File: config.mk
export PLATFORM = sky130hd
export DESIGN_NAME = dser_mul
export DESIGN_NICKNAME = d
export VERILOG_FILES = /design/src/rtl/dsmul_pkg.sv /design/src/rtl/dsmul_digit_ctrl.sv /design/src/rtl/dsmul_pp.sv /design/src/rtl/dsmul_accum.sv /design/src/rtl/dser_mul.sv
export SDC_FILE = /design/constraint.sdc
export NUM_CORES = 1
export LEC_CHECK = 0
export ABC_AREA = 1
export BUFFER_PORTS_ARGS = -buffer_cell sky130_fd_sc_hd__buf_2
export CAP_MARGIN = 20
export CORE_MARGIN = 3
export CORE_UTILIZATION = 61
export DETAILED_ROUTE_END_ITERATION = 6
export PLACE_DENSITY = 0.89
export SLEW_MARGIN = 20
export SYNTH_ARGS = -nofsm -noshare
export SYNTH_HDL_FRONTEND = slang
export SYNTH_HIERARCHICAL = 1
export SYNTH_SLANG_ARGS = --single-unit
File: constraint.sdc
create_clock -name clk -period 3.99 [get_ports clk]
set_input_delay 0.399 -clock clk [delete_from_list [all_inputs] [get_ports clk]]
set_output_delay 0.399 -clock clk [all_outputs]
set_load 0.03 [all_outputs]
File: src/rtl/dsmul_pkg.sv
package dsmul_pkg;

  // Number of digits that make up one data word (the sample period).
  function automatic int digit_count(input int word_bits, input int digit_bits);
    return word_bits / digit_bits;
  endfunction

  // Width of a counter able to index P digits (never zero wide).
  function automatic int index_bits(input int p);
    return (p > 1) ? $clog2(p) : 1;
  endfunction

endpackage

File: src/rtl/dsmul_digit_ctrl.sv
module dsmul_digit_ctrl #(
  parameter int P = 4
) (
  input  logic clk,
  input  logic rst,
  input  logic sow,
  output logic take,
  output logic last
);
  localparam int CW = dsmul_pkg::index_bits(P);

  logic          active_q;
  logic [CW-1:0] cnt_q;
  logic [CW-1:0] idx;

  // A start strobe always wins and resets the digit index.
  always_comb begin
    idx  = sow ? '0 : cnt_q;
    take = sow | active_q;
    last = take && (idx == CW'(P - 1));
  end

  always_ff @(posedge clk) begin
    if (rst) begin
      active_q <= 1'b0;
      cnt_q    <= '0;
    end else if (take) begin
      if (last) begin
        active_q <= 1'b0;
        cnt_q    <= '0;
      end else begin
        active_q <= 1'b1;
        cnt_q    <= idx + CW'(1);
      end
    end
  end
endmodule

File: src/rtl/dsmul_pp.sv
module dsmul_pp #(
  parameter int N  = 2,
  parameter int WC = 8
) (
  input  logic [N-1:0]         digit,
  input  logic [WC-1:0]        coef,
  input  logic                 neg_top,
  output logic signed [WC+N:0] pp
);
  localparam int PW = WC + N + 1;

  logic signed [PW-1:0] cext;
  logic signed [PW-1:0] term [N];
  logic signed [PW-1:0] part [N+1];

  assign cext    = PW'($signed(coef));
  assign part[0] = '0;

  // One shifted copy of the coefficient per digit bit; the top bit of
  // the sign-carrying digit is subtracted instead of added.
  for (genvar i = 0; i < N; i++) begin : g_bit
    assign term[i] = digit[i] ? (cext <<< i) : '0;
    if (i == N - 1) begin : g_top
      assign part[i+1] = neg_top ? (part[i] - term[i]) : (part[i] + term[i]);
    end else begin : g_low
      assign part[i+1] = part[i] + term[i];
    end
  end

  assign pp = part[N];
endmodule

File: src/rtl/dsmul_accum.sv
module dsmul_accum #(
  parameter int N  = 2,
  parameter int WC = 8
) (
  input  logic                 clk,
  input  logic                 rst,
  input  logic                 take,
  input  logic                 first,
  input  logic                 last,
  input  logic signed [WC+N:0] pp,
  output logic [N-1:0]         digit_o,
  output logic [WC-1:0]        high_o,
  output logic                 high_vld_o
);
  localparam int AW = WC + N + 1;

  logic signed [AW-1:0] acc_q;
  logic signed [AW-1:0] base;
  logic signed [AW-1:0] sum;
  logic signed [AW-1:0] shifted;

  always_comb begin
    base    = first ? '0 : acc_q;
    sum     = base + pp;
    shifted = sum >>> N;
  end

  always_ff @(posedge clk) begin
    if (rst) begin
      acc_q      <= '0;
      digit_o    <= '0;
      high_o     <= '0;
      high_vld_o <= 1'b0;
    end else begin
      high_vld_o <= take && last;
      if (take) begin
        digit_o <= sum[N-1:0];
        acc_q   <= last ? '0 : shifted;
        if (last) begin
          high_o <= shifted[WC-1:0];
        end
      end
    end
  end
endmodule

File: src/rtl/dser_mul.sv
module dser_mul #(
  parameter int W  = 8,
  parameter int N  = 2,
  parameter int WC = 8
) (
  input  logic          clk,
  input  logic          rst,
  input  logic          sow_i,
  input  logic [N-1:0]  digit_i,
  input  logic [WC-1:0] coef_i,
  output logic [N-1:0]  digit_o,
  output logic [WC-1:0] high_o,
  output logic          high_vld_o
);
  localparam int P = dsmul_pkg::digit_count(W, N);

  if ((W % N) != 0 || N < 1) begin : g_bad_digit
    $error("digit width must divide word width");
  end

  logic                 take;
  logic                 last;
  logic [WC-1:0]        coef_q;
  logic [WC-1:0]        coef_use;
  logic signed [WC+N:0] pp;

  // Coefficient is captured on the start strobe and held for the word.
  always_ff @(posedge clk) begin
    if (rst) begin
      coef_q <= '0;
    end else if (sow_i) begin
      coef_q <= coef_i;
    end
  end

  assign coef_use = sow_i ? coef_i : coef_q;

  dsmul_digit_ctrl #(.P(P)) ctrl_i (
    .clk  (clk),
    .rst  (rst),
    .sow  (sow_i),
    .take (take),
    .last (last)
  );

  dsmul_pp #(.N(N), .WC(WC)) pp_i (
    .digit   (digit_i),
    .coef    (coef_use),
    .neg_top (last),
    .pp      (pp)
  );

  dsmul_accum #(.N(N), .WC(WC)) acc_i (
    .clk        (clk),
    .rst        (rst),
    .take       (take),
    .first      (sow_i),
    .last       (last),
    .pp         (pp),
    .digit_o    (digit_o),
    .high_o     (high_o),
    .high_vld_o (high_vld_o)
  );
endmodule

* After elaboration in Yosys (flattened, before gate mapping)
Cells that the tools add are included.
** Operators by class
- Divide/modulo/power cells :: 0
- Bitwise operators :: 1
- Add/subtract/negate cells :: 4
- Equality and inequality tests :: 1
- Shift-type cells :: 0
- Multipliers :: 0
- Reductions and logical operators :: 3
- Muxes and demuxes :: 9
- $lt $le $gt $ge :: 0
** Operators with widths (number)
- $mux W11 :: 5
- $add A11 B11 Y11 :: 2
- $sub A11 B11 Y11 :: 1
- $mux W8 :: 1
- $mux W2 :: 2
- $add A2 B1 Y2 const B :: 1
- $eq A2 B2 Y1 const B :: 1
- $logic_and A1 B1 Y1 :: 2
- $reduce_and A2 Y1 :: 1
- $mux W1 :: 1
- $or A1 B1 Y1 :: 1
** Storage, ports and cells
- Memories :: 0
- Latch bits :: 0
- Output and inout port bits :: 11
- Memory bits (read-only) :: 0
- Word-level logic and storage cells :: 25
- Flip-flop bits (word level) :: 33
- Input bits :: 13
- RAM bits :: 0

* Depth between registers and ports, before layout
Gate-level depths: netlist of run 1.
- Word-level depth :: 6
- Depth in mapped cells :: 29
- Depth with buffers taken out :: 28

* By module
Netlist of run 1, hierarchy kept.
** By module, submodules not included
- dsmul_accum :: area an instance 1380.1 µm², instances 1, cells an instance 223, sequential area each 400.4 µm²
- dsmul_pp :: area an instance 772.0 µm², instances 1, cells an instance 143, sequential area each 0.0 µm²
- dser_mul :: area an instance 467.9 µm², instances 1, cells an instance 67, sequential area each 160.2 µm²
- dsmul_digit_ctrl :: area an instance 155.1 µm², instances 1, cells an instance 24, sequential area each 60.1 µm²

* Worst setup path before layout of run 1
Ideal clock, no wire load.
- Path kind :: in2reg
- Start point :: in sow_i
- End point :: reg acc_i.high_o[7]
- Required time :: 3.881 ns
- Arrival time :: 3.505 ns
- Setup time :: 0.109 ns
- Buffers on the path :: 1
- Path slack :: 0.376 ns
- Stages on the path :: 28
- Path through :: buf_6 -> inv_8 -> nand2_4 -> nand2_2 -> inv_1 -> nand2_1 -> ha_1 -> and3_1 -> or2_1 -> xor2_1 -> inv_1 -> ha_1 -> nand2_1 -> inv_1 -> nand2_1 -> nand2_1 -> nor2_1 -> o21bai_1 -> xor2_1 -> ha_1 -> nand2_1 -> inv_1 -> a21oi_1 -> nand4_1 -> nand2_1 -> nand2_1 -> nand2_1 -> inv_1
** Between the ends
- Longest elaborated chain between the ends :: 5
- Elaborated cells between the ends (all ways) :: 13
- Those cells by class :: add/sub: 3; eq/ne: 1; mux: 6; bitwise: 1; reduce/logical: 2
** Ends and longest elaborated chain
- start, declared :: line dser_mul.sv:8 : input logic sow_i,
- $mux W8 (*)
- via coef_use[0] :: line dser_mul.sv:24 : logic [WC-1:0] coef_use;
- $mux W11 :: line dsmul_pp.sv:22 : assign term[i] = digit[i] ? (cext <<< i) : '0;
- $add A11 B11 Y11 or $sub A11 B11 Y11 (tied branches) :: line dsmul_pp.sv:24 : assign part[i+1] = neg_top ? (part[i] - term[i]) : (part[i] + term[i]);
- $mux W11 (*) :: line dsmul_pp.sv:24
- via pp[8] :: line dser_mul.sv:25 : logic signed [WC+N:0] pp;
- $add A11 B11 Y11 (*) :: line dsmul_accum.sv:24 : sum = base + pp;
- end signal, assigned :: line dsmul_accum.sv:40 : high_o <= shifted[WC-1:0];
- end, declared :: line dsmul_accum.sv:12 : output logic [WC-1:0] high_o,
The timed path passes the listed nets; every way through them passes the cells marked *.
A chain may end at the register's enable or synchronous reset.

* Worst setup path in the final report of run 1
- Start point :: reg ctrl_i.cnt_q[0]
- End point :: reg acc_i.high_o[6]
** Between the ends
- Longest elaborated chain between the ends :: 5
- Elaborated cells between the ends (all ways) :: 6
- Those cells by class :: add/sub: 1; eq/ne: 1; mux: 2; reduce/logical: 2
** Ends and longest elaborated chain
- start, declared :: line dsmul_digit_ctrl.sv:13 : logic [CW-1:0] cnt_q;
- start signal, assigned :: line dsmul_digit_ctrl.sv:33 : cnt_q <= idx + CW'(1);
- $mux W2 :: line dsmul_digit_ctrl.sv:18 : idx = sow ? '0 : cnt_q;
- $eq A2 B2 Y1 :: line dsmul_digit_ctrl.sv:20 : last = take && (idx == CW'(P - 1));
- $logic_and A1 B1 Y1 :: line dsmul_digit_ctrl.sv:20
- via last :: line dser_mul.sv:22 : logic last;
- $mux W11 :: line dsmul_pp.sv:24
- via pp[5] :: line dser_mul.sv:25
- $add A11 B11 Y11 :: line dsmul_accum.sv:24
The timed path passes the listed nets, and every way through them passes these cells.

==> impl_metrics.tcl, run 1 <==
set metrics [dict create \
    grt_antenna_before_repair 0 \
    totalWireLength_um 6034 \
    stdcell_count 534 \
    regToRegStartpoint "ctrl_i/cnt_q[0]" \
    drc 0 \
    synth_top_flop_cell "dfxtp_1" \
    clk_pin_slew_ns 0.06 \
    worst-r2r-cell-count 22 \
    port_buffers 23 \
    synth_edf_count 0 \
    fp.dieH_um 73.45 \
    final.setup.worst_slack_ns 0.2791 \
    syn_area_per_cell_um2 6.073 \
    drive_gt1_frac 0.1694 \
    die_area_mm2 0.005395 \
    max-cap-violations 0 \
    cts_tree "yes" \
    io_pins 24 \
    grt_max_degree 28 \
    clk_latency_ns 0.29 \
    p_leak_nw 1.850 \
    hp-start "coef_i[3]" \
    arrival_ns 3.89 \
    cp-startpoint "ctrl_i/cnt_q[0]" \
    cp_max_fo 5 \
    finalSetupTns_ns 0 \
    grt_pass1_vias 2595 \
    cp.required_ns 4.17 \
    min_path_type "input port to register" \
    yosysTopAreaCell "dfxtp_1" \
    status "complete, no violations" \
    setup.worst_path.class "register to register" \
    crit_path_end_kind "register" \
    yosysSeqAreaShare 0.2236 \
    grt_pass1_wl_um 10740 \
    ir_drop_mv 0.3833 \
    grt_overflow 0 \
    fin_nets 520 \
    min_path_cells 5 \
    fmax_ghz 0.2695 \
    slew_headroom 0.5783 \
    synthDistinctLibCells 33 \
    cts_setup_buffers 0 \
    postLayoutCellArea_mm2 0.003052 \
    rows 23 \
    hold_violations 0 \
    area_growth_pct 9.964 \
    fin_skew_ns 0.009926 \
    fp.dieW_um 73.45 \
    ant_nets 0 \
    report.final.slew_viol_count 0 \
    period_needed_ns 3.711 \
    rr_endpoint "acc_i/high_o[6]" \
    clock-sinks 31 \
    core_mm2 0.004202 \
    powerDensity_mw_per_mm2 425.3 \
    yosys_register_bits 31 \
    syn_nets 493 \
    placed_cell_area_mm2 0.002943 \
    clock_path_buffers 2 \
    hpwl_um 4706 \
    htree_num_levels 2 \
    track_usage 0.2467 \
    syn_area_mm2 0.002775 \
    power_mw 1.298 \
    ff2ff_setup_slack_ns 0.28 \
    drt_iter0_drc 217 \
    yosysTopAreaCellShare 0.2236 \
    vias_per_cell 5.212 \
    cts-root-buf "clkbuf_8" \
    hold_end "coef_q[3]" \
    tightest_slew_ns 0.6326 \
    initial_core_util 0.6605 \
    synth-async-reset-ratio 0 \
    hold_ws_ns 0.4339 \
    gp_congestion 0.9039 \
    postSynthCellCount 457 \
    place_ws_ns -0.1196 \
    cp-start-kind "register" \
    finalCritPeriodShare 0.9301 \
    synth_warnings 6 \
    dp.cells 527 \
    finalSetupViolCount 0 \
    synthTopCellsByArea "dfxtp_1, nand2_1, inv_1" \
    drtPass1Iterations 4 \
    utilization 0.7263 \
    vias 2783 \
    numCtsBuffers 5 \
    diodes 0 \
    wl_per_cell_um 11.30 \
]
[state kept, by name, indices dropped and copies added (netlist names)]
signal	count
acc_i/high_vld_o	1
acc_i/digit_o	2
acc_i/high_o	8
ctrl_i/active_q	1
ctrl_i/cnt_q	2
acc_i/acc_q	9
coef_q	8
[worst max-delay path, cell delays in order (launching register included)]
cell and delay, ns:
dfxtp_1 0.35, inv_1 0.05, nor2_1 0.11, ha_1 0.21, inv_1 0.05, nor2_1 0.20
inv_1 0.11, nand2_2 0.13, xor2_1 0.15, inv_1 0.06, ha_1 0.36, nand2_1 0.13
o21ai_1 0.22, nor2_1 0.08, xnor2_1 0.22, ha_1 0.34, a21oi_2 0.26, nor2_1 0.10
nor2_2 0.11, nand3b_1 0.11, nand2_1 0.13, a21o_1 0.13, inv_1 0.03
[how the worst max path moves through the flow]
stage                       to  depth (start not counted)
4_1_cts        acc_i/high_o[7]                         28
3_5_place_dp   acc_i/high_o[7]                         28
5_1_grt        acc_i/high_o[6]                         22
6_report       acc_i/high_o[6]                         22
3_3_place_gp   acc_i/high_o[7]                         28
2_1_floorplan  acc_i/high_o[7]                         28
[layout by cell type, fill, tap and decap left out, drive strengths merged]
cell	instances
nor2	60
clkinv	1
fa	1
o211ai	1
nor3	3
nand4	4
inv	91
ha	22
and3	1
xnor2	5
o21bai	3
xor2	10
a21oi	18
buf	29
nand3b	1
dfxtp	31
nand2	155
nand3	29
o21ai	10
a21o	2
clkbuf	6
or2	1
[cell type report]
cell class / instances / area [µm²]
well taps: 50 / 62.56
clock buffers: 6 / 82.58
flip-flops and latches: 31 / 620.6
multi-input cells: 326 / 1769
inverters: 91 / 349.1
fillers: 319 / 1150
repair buffers: 29 / 162.7
clock inverters: 1 / 5.005
[synth_stat cells, types with 3 or more instances]
cell type,count
xor2_1,10
o21ai_0,10
nor3_1,3
inv_1,89
dfxtp_1,31
nand2_1,133
a21oi_2,3
xnor2_1,5
nor2_2,11
nand3_1,28
a21oi_1,15
nand2_2,20
clkbuf_1,4
nor2_1,49
ha_1,22
nand4_1,3
[power by group]
group	leakage [nW]	switching (mW)	internal (mW)
combinational	1.55	0.439	0.242
clock	0.0470	0.115	0.135
sequential	0.255	0.0176	0.350
total	1.85	0.571	0.727
[cell families (layout without fill, tap and decap cells)]
family          Yosys count  in the layout  share of synthesized area
flops                    31             31                     0.2236
compound gates           34             34                    0.07484
fa+ha+maj                23             23                     0.1064
simple gates            254            254                     0.4022
xor+xnor                 15             15                    0.04734
buf+inv                 100            127                     0.1456
[layer usage]
layer / wire, µm / global-route usage / part of all wire / vias up
met5: 0 / 0 / 0 / -
met4: 78 / 0.07445 / 0.013 / 0
met3: 381 / 0.04651 / 0.063 / 12
met2: 2855 / 0.4193 / 0.47 / 81
met1: 2720 / 0.3142 / 0.45 / 1252
li1: - / - / - / 1438
[repair_timing]
item	CTS	global route
gates resized for setup	0	8
hold buffers	0	0
setup endpoints to repair	0	6
No activity file was read; power rests on OpenSTA's default activity.
==> inputs of run 2 (changes only) <==
CORE_UTILIZATION = 55   (was 61)
PLACE_DENSITY = 0.82   (was 0.89)
==> impl_metrics.tcl, run 2 (synthesis results as in run 1) <==
set metrics [dict create \
    status "complete, no violations" \
    finalSetupViolCount 0 \
    grt_antenna_before_repair 0 \
    report.final.slew_viol_count 0 \
    worst-r2r-cell-count 23 \
    fill_cells 456 \
    grt_overflow 0 \
    crit_path_end_kind "register" \
    cts_setup_buffers 0 \
    power_mw 1.289 \
    area_growth_pct 10.82 \
    drc 0 \
    vias_per_cell 4.816 \
    slowest_delay_ns 0.36 \
    p_leak_nw 1.851 \
    p_sw_frac 0.4435 \
    arrival_ns 3.85 \
    cts_tree "yes" \
    clock_path_buffers 2 \
    fp.dieW_um 77.04 \
    cp.depth 23 \
    path_cells "inv_1, nor2_1, ha_1, inv_1, nor2_1, inv_1, nand2_2, xor2_1, inv_1, ha_1, nand2_1, nor3_2, nor2_1, xnor2_1, ha_1, a21oi_2, nor2_1, nor2_2, nand2_1, nand2_1, nand2_1, a21o_1, inv_1" \
    cp_max_fo 5 \
    tightest_slew_ns 0.6139 \
    clk_pin_slew_ns 0.07 \
    core_mm2 0.004786 \
    die_area_mm2 0.005934 \
    track_usage 0.2156 \
    clock-sinks 31 \
    cp-startpoint "ctrl_i/cnt_q[1]" \
    crit_end "acc_i/high_o[6]" \
    htree_num_levels 2 \
    ff2ff_setup_slack_ns 0.37 \
    finalCritPeriodShare 0.9076 \
    ant_nets 0 \
    critPathTopFamily "simple AND/OR/NAND/NOR gates" \
    p_switching_mw 0.5717 \
    regToRegStartpoint "ctrl_i/cnt_q[1]" \
    drtPass1Iterations 5 \
    vias 2668 \
    largest-register "acc_i/acc_q" \
    finalSetupTns_ns 0 \
    cpMostUsedCell "inv_1" \
    final_cell_mix "nand2_1, inv_1, nor2_1" \
    final.setup.worst_slack_ns 0.3688 \
    fmax_ghz 0.2761 \
    fin_skew_ns 0.01080 \
    drive_gt1_frac 0.1663 \
    ir_drop_mv 0.2767 \
    setup.worst_path.class "register to register" \
    port_buffers 23 \
    initial_core_util 0.5799 \
    min_path_type "input port to register" \
    hold_violations 0 \
    cts-root-buf "clkbuf_8" \
    path_buf_inv 5 \
    clk_latency_ns 0.29 \
    wl_per_cell_um 10.68 \
    cp-start-kind "register" \
    grt_pass1_wl_um 10670 \
    powerDensity_mw_per_mm2 419.2 \
    utilization 0.6426 \
    rsz0062_at_grt "false" \
    place_ws_ns 0.01298 \
    fin_nets 522 \
    max-cap-violations 0 \
    gp_congestion 0.8919 \
    final_common_cell "nand2_1" \
    totalWireLength_um 5914 \
    power_frac_seq 0.285 \
    period_needed_ns 3.621 \
    cp.required_ns 4.22 \
    clkPwrFrac 0.193 \
    largest_register_ffs 9 \
    slew_headroom 0.5907 \
    io_pins 24 \
    numCtsBuffers 5 \
    p_int_mw 0.7174 \
    largestRegisters "acc_i/acc_q x9, acc_i/high_o x8, coef_q x8" \
    diodes 0 \
    power_frac_comb 0.522 \
    grt_max_degree 28 \
    hpwl_um 4646 \
    drt_iter0_drc 136 \
    rows 25 \
    rr_endpoint "acc_i/high_o[6]" \
    fp.dieH_um 77.04 \
    crit_path_top_delay_cell "ha_1" \
    grt_pass1_vias 2495 \
]
run 2: cell type report:
cell class                      instances  area (µm²)  area share
Tap cell                               67       83.83     0.02726
Timing Repair Buffer                   31       177.7     0.05777
Sequential cell                        31       620.6      0.2018
Clock buffer                            6       72.57     0.02360
Multi-Input combinational cell        326        1759      0.5720
Clock inverter                          2       12.51    0.004068
Inverter                               91       349.1      0.1135
run 2: worst min-delay path: cells and delay by family:
| kind | cells | cell delay [ns] |
|---|---|---|
| buf+inv | 2 | 0.10 |
| simple gates | 3 | 0.17 |
run 2: power groups by stage:
stage	Sequential (mW)	Clock (mW)	Combinational, mW
2_1_floorplan	0.377	0	0.521
3_3_place_gp	0.373	0	0.648
3_5_place_dp	0.374	0	0.655
4_1_cts	0.367	0.258	0.662
5_1_grt	0.372	0.274	0.766
6_report	0.368	0.249	0.673
run 2: repair_timing:
| item | in CTS | in global routing |
|---|---|---|
| hold buffers | 0 | 0 |
| gates resized for setup | 0 | 5 |
| setup endpoints to repair | 0 | 4 |
run 2: how the worst min path moves through the flow:
stage / startpoint / endpoint / slack, ns / cells past startpoint
floorplan: acc_i/acc_q[0] / acc_i/acc_q[0] / 0.45 / 2
global placement: acc_i/acc_q[9] / acc_i/acc_q[9] / 0.45 / 2
detailed placement: acc_i/acc_q[2] / acc_i/acc_q[2] / 0.46 / 2
CTS: coef_i[3] / coef_q[3] / 0.43 / 5
global route: coef_i[0] / coef_q[0] / 0.45 / 5
finish: coef_i[5] / coef_q[5] / 0.43 / 5
run 2: per-stage QoR:
stage | hold WS, ns | cells | instance area [µm²]
6_report | 0.4298 | 554 | 3075
5_1_grt | 0.4512 | 554 | 3075
4_1_cts | 0.4266 | 554 | 3064
3_5_place_dp | 0.4567 | 546 | 2979
3_3_place_gp | 0.4529 | 546 | 2979
2_1_floorplan | 0.4453 | 457 | 2775
run 2: per-layer routing:
layer  vias up  wire, µm  GRT usage
li1       1445         -          -
met2        48      2662     0.3589
met5         -         0          0
met4         0        99    0.07117
met3        10       260    0.03638
met1      1165      2890     0.2824
==> inputs of run 3 (changes only) <==
CORE_ASPECT_RATIO = 0.9   (was unset)
==> impl_metrics.tcl, run 3 (synthesis results as in run 1) <==
set metrics [dict create \
    ff2ff_setup_slack_ns 0.31 \
    tightest_slew_ns 0.6100 \
    finalCritPeriodShare 0.9274 \
    clock_path_buffers 2 \
    min_path_type "input port to register" \
    slew_headroom 0.5934 \
    rsz0062_at_grt "false" \
    cp_max_fo 12 \
    initial_core_util 0.5953 \
    finalSetupViolCount 0 \
    port_buffers 23 \
    largest-register "acc_i/acc_q" \
    hpwl_um 5025 \
    fin_nets 523 \
    finalSetupTns_ns 0 \
    grt_antenna_before_repair 0 \
    powerDensity_mw_per_mm2 431.4 \
    fp.dieH_um 73.39 \
    diodes 0 \
    die_area_mm2 0.005935 \
    ir_drop_mv 0.2742 \
    grt_max_degree 28 \
    place_ws_ns -0.09538 \
    power_mw 1.331 \
    max-cap-violations 0 \
    drt_iter0_drc 235 \
    fp.dieW_um 80.88 \
    hold_ws_ns 0.4280 \
    ant_nets 0 \
    vias_per_cell 5.044 \
    fill_cells 453 \
    drc 0 \
    drtPass1Iterations 6 \
    core_mm2 0.004662 \
    largest_register_ffs 9 \
    dp.cells 540 \
    cts_tree "yes" \
    period_needed_ns 3.700 \
    stdcell_count 550 \
    setup.worst_path.class "input port to register" \
    grt_pass1_wl_um 11330 \
    cp-start-kind "input port" \
    placed_cell_area_mm2 0.002965 \
    final.setup.worst_slack_ns 0.2897 \
    track_usage 0.2397 \
    gp_congestion 0.9724 \
    fmax_ghz 0.2702 \
    arrival_ns 3.89 \
    hold_violations 0 \
    final_common_cell "nand2_1" \
    clk_latency_ns 0.28 \
    clock-sinks 31 \
    vias 2774 \
    numCtsBuffers 5 \
    postLayoutCellArea_mm2 0.003085 \
    grt_pass1_vias 2608 \
    cp.required_ns 4.18 \
    drive_gt1_frac 0.1721 \
    largestRegisters "acc_i/acc_q x9, acc_i/high_o x8, coef_q x8" \
    area_growth_pct 11.18 \
    grt_overflow 0 \
    cts-root-buf "clkbuf_8" \
    clk_pin_slew_ns 0.08 \
    status "complete, no violations" \
    p_leak_nw 1.853 \
    rows 23 \
    report.final.slew_viol_count 0 \
    io_pins 24 \
    wl_per_cell_um 11.79 \
    crit_path_end_kind "register" \
    final_cell_mix "nand2_1, inv_1, nor2_1" \
    htree_num_levels 2 \
    totalWireLength_um 6483 \
    fin_skew_ns 0.006057 \
    utilization 0.6618 \
]
## run 3: critical path, cell delays in order
cell,delay (ns)
clkbuf_4,0.22
inv_8,0.06
nand2_2,0.06
nand2_2,0.05
inv_1,0.09
nand2_2,0.08
ha_1,0.22
and3_1,0.19
or2_1,0.22
xor2_1,0.13
inv_1,0.05
ha_1,0.33
nand2_1,0.13
inv_1,0.05
nand2_1,0.06
nand2_1,0.06
nor2_1,0.15
o21bai_1,0.09
xor2_1,0.15
ha_1,0.32
nand2_1,0.12
inv_1,0.05
a21oi_1,0.22
nand4_1,0.15
nand2_1,0.09
nand2_1,0.05
nand2_1,0.06
inv_1,0.03
## run 3: area by class of cell
cell class,count,area [µm²],area share
timing repair buffer,32,185.2,0.06002
inverter,91,349.1,0.1131
tap,62,77.57,0.02514
clock buffer,5,68.82,0.02230
multi-input combinational,326,1764,0.5718
clock inverter,3,20.02,0.006488
sequential,31,620.6,0.2011
## run 3: per-layer routing
metal  up-vias  wire length, µm  global-route usage
met5         -                0                   0
met4         0               36             0.05066
met3         4              364             0.04657
met2        78             2903              0.3874
met1      1244             3179              0.3316
li1       1448                -                   -
## run 3: where the power goes
group | internal [mW] | switching (mW)
logic | 0.258 | 0.448
registers | 0.349 | 0.0193
clock network | 0.121 | 0.134
total | 0.729 | 0.602
## run 3: worst paths after layout
check | startpoint | to | cells past startpoint
worst max-delay path | sow_i | acc_i/high_o[7] | 28
worst min-delay path | coef_i[5] | coef_q[5] | 5
worst max register to register | coef_q[0] | acc_i/high_o[7] | 27
worst min register to register | acc_i/acc_q[0] | acc_i/acc_q[0] | 2
## run 3: timing repair
action / in CTS / in global routing
buffers inserted: 0 / 2
gates resized for setup: 0 / 5
endpoints found under the setup margin: 0 / 6
hold buffers: 0 / 0
